[src/rtl/sse_pkg.sv]
package sse_pkg;
  localparam int unsigned SSE_DATA_W = 8;
  localparam int unsigned SSE_RATE_W = 3;

  typedef struct packed {
    logic                  master;
    logic                  cpol;
    logic                  cpha_eff;
    logic                  msb_first;
    logic [SSE_RATE_W-1:0] rate;
  } sse_cfg_t;
endpackage

[src/rtl/sse_rate_div.sv]
module sse_rate_div #(
  parameter int unsigned RATE_W = sse_pkg::SSE_RATE_W
) (
  input  logic              clk,
  input  logic              rst_n,
  input  logic              en,
  input  logic [RATE_W-1:0] code,
  output logic              tick
);
  localparam int unsigned CNT_W = (2 ** RATE_W) - 1;

  logic [RATE_W-1:0] eff_code;
  logic [CNT_W:0]    half;
  logic [CNT_W-1:0]  half_m1;
  logic [CNT_W-1:0]  cnt_q, cnt_d;

  always_comb begin
    eff_code = (code == '0) ? RATE_W'(1) : code;
    half     = {{CNT_W{1'b0}}, 1'b1} << eff_code;
    half_m1  = half[CNT_W-1:0] - 1'b1;
    tick     = en && (cnt_q == half_m1);
    if (!en || tick) cnt_d = '0;
    else             cnt_d = cnt_q + 1'b1;
  end

  always_ff @(posedge clk or negedge rst_n) begin
    if (!rst_n) cnt_q <= '0;
    else        cnt_q <= cnt_d;
  end
endmodule

[src/rtl/sse_sync.sv]
module sse_sync #(
  parameter int unsigned W       = 3,
  parameter logic [W-1:0] RST_VAL = '0
) (
  input  logic         clk,
  input  logic         rst_n,
  input  logic [W-1:0] d,
  output logic [W-1:0] q,
  output logic [W-1:0] q_prev
);
  for (genvar i = 0; i < W; i++) begin : g_bit
    logic s1, s2, s3;
    always_ff @(posedge clk or negedge rst_n) begin
      if (!rst_n) begin
        s1 <= RST_VAL[i];
        s2 <= RST_VAL[i];
        s3 <= RST_VAL[i];
      end else begin
        s1 <= d[i];
        s2 <= s1;
        s3 <= s2;
      end
    end
    assign q[i]      = s2;
    assign q_prev[i] = s3;
  end
endmodule

[src/rtl/sse_xfer_ctrl.sv]
module sse_xfer_ctrl
  import sse_pkg::*;
#(
  parameter int unsigned DATA_W = SSE_DATA_W
) (
  input  logic              clk,
  input  logic              rst_n,
  input  sse_cfg_t          cfg,
  input  logic [DATA_W-1:0] tx_byte,
  input  logic              start,
  input  logic              tick,
  input  logic              s_edge,
  input  logic              s_cs_fall,
  input  logic              s_cs_high,
  input  logic              din,
  output logic              active,
  output logic              sclk_q,
  output logic              dout,
  output logic              done,
  output logic [DATA_W-1:0] rx_byte
);
  localparam int unsigned ECW = $clog2(2 * DATA_W + 1);
  localparam logic [ECW-1:0] EDGES = ECW'(2 * DATA_W);
  localparam logic [ECW-1:0] LAST  = ECW'(2 * DATA_W - 1);

  logic [ECW-1:0]    ecnt_q, ecnt_d;
  logic [DATA_W-1:0] tx_q, tx_d, rx_q, rx_d, rxb_d;
  logic              act_d, fin_q, fin_d, sclk_d, done_d;
  logic              lead, smp, shf, edge_ev, fin_ev;

  always_comb begin
    lead    = ~ecnt_q[0];
    smp     = lead ^ cfg.cpha_eff;
    shf     = cfg.cpha_eff ? (lead && ecnt_q != '0) : (!lead && ecnt_q != LAST);
    edge_ev = (cfg.master ? tick : s_edge) && (ecnt_q < EDGES);
    fin_ev  = !fin_q && (ecnt_q == EDGES) && (cfg.master ? tick : 1'b1);

    act_d  = active;
    fin_d  = fin_q;
    ecnt_d = ecnt_q;
    tx_d   = tx_q;
    rx_d   = rx_q;
    sclk_d = sclk_q;
    done_d = 1'b0;
    rxb_d  = rx_byte;

    if (!active) begin
      sclk_d = cfg.cpol;
      ecnt_d = '0;
      fin_d  = 1'b0;
      if (cfg.master ? start : s_cs_fall) begin
        act_d = 1'b1;
        tx_d  = tx_byte;
      end
    end else if (!cfg.master && s_cs_high) begin
      act_d = 1'b0;
    end else begin
      if (edge_ev) begin
        ecnt_d = ecnt_q + 1'b1;
        if (cfg.master) sclk_d = ~sclk_q;
        if (smp) rx_d = cfg.msb_first ? {rx_q[DATA_W-2:0], din} : {din, rx_q[DATA_W-1:1]};
        if (shf) tx_d = cfg.msb_first ? {tx_q[DATA_W-2:0], 1'b0} : {1'b0, tx_q[DATA_W-1:1]};
      end
      if (fin_ev) begin
        done_d = 1'b1;
        rxb_d  = rx_q;
        fin_d  = 1'b1;
        if (cfg.master) act_d = 1'b0;
      end
    end
  end

  always_ff @(posedge clk or negedge rst_n) begin
    if (!rst_n) begin
      active  <= 1'b0;
      fin_q   <= 1'b0;
      ecnt_q  <= '0;
      tx_q    <= '0;
      rx_q    <= '0;
      sclk_q  <= 1'b0;
      done    <= 1'b0;
      rx_byte <= '0;
    end else begin
      active  <= act_d;
      fin_q   <= fin_d;
      ecnt_q  <= ecnt_d;
      tx_q    <= tx_d;
      rx_q    <= rx_d;
      sclk_q  <= sclk_d;
      done    <= done_d;
      rx_byte <= rxb_d;
    end
  end

  assign dout = cfg.msb_first ? tx_q[DATA_W-1] : tx_q[0];
endmodule

[src/rtl/serial_shift_engine.sv]
module serial_shift_engine
  import sse_pkg::*;
#(
  parameter int unsigned DATA_W = SSE_DATA_W,
  parameter int unsigned RATE_W = SSE_RATE_W
) (
  input  logic              clk,
  input  logic              rst_n,
  input  logic              cfg_master,
  input  logic              cfg_cpol,
  input  logic              cfg_cpha,
  input  logic              cfg_simple,
  input  logic              cfg_msb_first,
  input  logic [RATE_W-1:0] cfg_rate,
  input  logic [DATA_W-1:0] tx_byte,
  input  logic              start,
  output logic              busy,
  output logic              done,
  output logic [DATA_W-1:0] rx_byte,
  output logic              sclk_o,
  output logic              sclk_oe,
  input  logic              sclk_i,
  output logic              cs_n_o,
  input  logic              cs_n_i,
  output logic              sdo,
  input  logic              sdi
);
  localparam int unsigned SYNC_W = 3;

  logic              rst_m, rst_n_s;
  logic [SYNC_W-1:0] sy_q, sy_prev;
  logic              tick, active, sclk_q, din;
  sse_cfg_t          cfg;

  always_ff @(posedge clk or negedge rst_n) begin
    if (!rst_n) begin
      rst_m   <= 1'b0;
      rst_n_s <= 1'b0;
    end else begin
      rst_m   <= 1'b1;
      rst_n_s <= rst_m;
    end
  end

  always_comb begin
    cfg.master    = cfg_master;
    cfg.cpol      = cfg_cpol;
    cfg.cpha_eff  = cfg_cpha & ~cfg_simple;
    cfg.msb_first = cfg_msb_first;
    cfg.rate      = cfg_rate;
  end

  // bit 0: serial clock, bit 1: chip select, bit 2: data in
  sse_sync #(.W(SYNC_W), .RST_VAL(3'b010)) u_sync (
    .clk(clk), .rst_n(rst_n_s), .d({sdi, cs_n_i, sclk_i}),
    .q(sy_q), .q_prev(sy_prev)
  );

  sse_rate_div #(.RATE_W(RATE_W)) u_div (
    .clk(clk), .rst_n(rst_n_s), .en(active & cfg_master),
    .code(cfg_rate), .tick(tick)
  );

  assign din = cfg_master ? sdi : sy_q[2];

  sse_xfer_ctrl #(.DATA_W(DATA_W)) u_ctrl (
    .clk(clk), .rst_n(rst_n_s), .cfg(cfg), .tx_byte(tx_byte), .start(start),
    .tick(tick), .s_edge(sy_q[0] ^ sy_prev[0]),
    .s_cs_fall(!sy_q[1] && sy_prev[1]), .s_cs_high(sy_q[1]),
    .din(din), .active(active), .sclk_q(sclk_q), .dout(sdo),
    .done(done), .rx_byte(rx_byte)
  );

  assign busy    = active;
  assign sclk_oe = cfg_master;
  assign sclk_o  = (cfg_master && active) ? sclk_q : cfg_cpol;
  assign cs_n_o  = cfg_master ? ~active : 1'b1;
endmodule

[config.mk]
export PLATFORM = sky130hd
export DESIGN_NAME = serial_shift_engine
export DESIGN_NICKNAME = d
export VERILOG_FILES = /design/src/rtl/sse_pkg.sv /design/src/rtl/sse_rate_div.sv /design/src/rtl/sse_sync.sv /design/src/rtl/sse_xfer_ctrl.sv /design/src/rtl/serial_shift_engine.sv
export SDC_FILE = /design/constraint.sdc
export NUM_CORES = 1
export LEC_CHECK = 0
export BUFFER_PORTS_ARGS = -buffer_cell sky130_fd_sc_hd__clkbuf_2
export CORE_ASPECT_RATIO = 0.8
export CORE_UTILIZATION = 50
export DETAILED_ROUTE_END_ITERATION = 6
export PLACE_DENSITY = 0.83
export SLEW_MARGIN = 20
export SYNTH_ARGS = -nofsm -noshare
export SYNTH_HDL_FRONTEND = slang
export SYNTH_HIERARCHICAL = 1
export SYNTH_SLANG_ARGS = --single-unit
[constraint.sdc]
create_clock -name clk -period 3.6 [get_ports clk]
set_input_delay 0.18 -clock clk [delete_from_list [all_inputs] [get_ports clk]]
set_output_delay 0.18 -clock clk [all_outputs]
set_load 0.05 [all_outputs]
==> metrics <==
Worst VDD drop approximately 0.00032 V; Synth-to-Final Area Change 13.91%; DRC viols 0; worst hold slack 125.4 ps; die width roughly 80 microns; CTS tree yes; final instance area between 2000 and 3000 sq um; slew margin rel. a little under three fifths; Worst path top cell family by delay simple AND/OR/NAND/NOR gates; endpoints failing setup 0; CP max stage cell nor2_1; port bufs 35; max_cap viols 0; HP Class in -> reg; # clock sinks 50; Fmax around 0.4 GHz; most frequent cells in the layout dfrtp_1, clkbuf_2, nand2_1; Largest stage delay, worst path approximately 480 ps; reg2reg setup slack roughly 1000 ps; Total Nets Final about 290; Worst-Margin Slew between 600 and 700 ps; WP buf/inv 1; vias per inst between 5 and 6; gr ovfl total 0; clk_skew around 8.7 ps; hold buffer count at CTS 4; Tmin final between 2000 and 3000 ps; CTS H-tree lvls 2; syn nets about 250; Max Fanout on Critical Path 8; final core occ 60.74%; critical path depth in cells 9; DRT Pass-1 Iters 4; Final period util a little under three quarters; Max Slew Vio Count 0; diode count 0; cells along the critical path nor4b_2, a32oi_1, a211oi_2, buf_4, and2_1, and2_1, o21ai_0, nor2_1, a221oi_1; initial core utilization 53.32%; layout cell share with drive strength beyond 1 between 20% and 30%; WL per Instance about 15 microns; Hold Fails Final Rpt 0; Setup crit start u_div/cnt_q[5]; critical path class reg -> reg; # fillers between 300 and 400; pwr dens about 470 nW/um^2; DRT iter0 DRCs 72; CP dominant cell by count and2_1; worst-skew pair later-pin latency about 310 ps; WP data arrival around 2700 ps; total CTS buffers 5; Die Y about 65 microns; first-pass GRT wire length between 8 and 9 mm; postcts setup bufs 0; Post-DP Area 2711 sq um; crit path launch type flip-flop; Post-DRT Antenna Nets 0; status finished clean; worst setup path end u_ctrl/tx_q[0]; crit end category flip-flop; clock slew at reported path FFs approximately 100 ps; CTS Root Cell clkbuf_8; pin count of the biggest net entering global routing just under 50; Setup WS post-layout 1030 ps; die area 5309 sq um; HPWL Detailed 3.223 mm; vias in the first global route about 1700; row cnt 22; core area 4707 sq um; Leakage 1.374 nW; post-synthesis cell area approximately 2500 sq um; Place WS roughly 600 ps; post-route setup TNS 0 ps; final WL about 4.7 mm; Reg2Reg Depth 9; Max clock buf depth 2; initial antenna violation count 0; WP data required between 3000 and 4000 ps; YS warnings 6; Cells after Synth between 200 and 250; RSZ-0062 raised after global routing false; synthesized area per cell 11.41 sq um; FF-to-FF Start u_div/cnt_q[5]; Total Power ~1.3 mW; total I/O pin count 36; Cell Count, Final, Fillers Out around 320; RePlAce Congestion 0.7448; via count about 1700; post-CTS sizing 0; DP Cell Count roughly 310; commonest non-fill, non-tap cell in the layout dfrtp_1; GRT Total Usage between 20% and 30%; R2R Path End u_ctrl/tx_q[0]
[sequential cells by signal, summed over array words and instances, names as in the netlist]
name	cells
rst_m	1
rst_n_s	1
u_ctrl/active	1
u_ctrl/done	1
u_ctrl/ecnt_q	5
u_ctrl/fin_q	1
u_ctrl/rx_byte	8
u_ctrl/rx_q	8
u_ctrl/sclk_q	1
u_ctrl/tx_q	8
u_div/cnt_q	7
u_sync/g_bit.s1	3
u_sync/g_bit.s2	3
u_sync/g_bit.s3	2
[metal layers]
metal,up-vias,track usage [%],share of wire [%]
li1,837,-,-
met1,833,28.69,49
met2,41,31.41,46
met3,5,5.972,4.4
met4,0,5.357,0.68
met5,-,0,0
[worst reg2reg max path, stage by stage (launching register included)]
cell      delay (ps)
dfrtp_1          440
nor4b_2          280
a32oi_1          150
a211oi_2         190
buf_4            170
and2_1           140
and2_1           230
o21ai_0          160
nor2_1           480
a221oi_1         170
[power breakdown]
| part | internal [mW] | switching [mW] |
|---|---|---|
| Sequential | 0.636 | 0.0766 |
| Combinational | 0.130 | 0.151 |
| Clock | 0.146 | 0.205 |
| Total | 0.912 | 0.432 |
[how the worst min path moves through the flow]
stage,from,end,slack (ps),cells past startpoint
3_5_place_dp,rst_n,rst_m,-30,1
2_1_floorplan,rst_n,rst_m,-120,0
4_1_cts,cfg_cpol,u_ctrl/sclk_q,120,3
3_3_place_gp,rst_n,rst_m,-30,1
5_1_grt,cfg_cpol,u_ctrl/sclk_q,130,3
6_report,cfg_cpol,u_ctrl/sclk_q,130,3
[cell type report]
type                            instances  area, sq um  area share [%]
Inverter                                7        26.28          0.9190
Multi-Input combinational cell        152         1164           40.70
Sequential cell                        50         1259           44.03
Clock inverter                          3        28.78           1.007
Timing Repair Buffer                   42        237.7           8.315
Tap cell                               60        75.07           2.626
Clock buffer                            5        68.82           2.407
(Power assumes the default switching activity.)
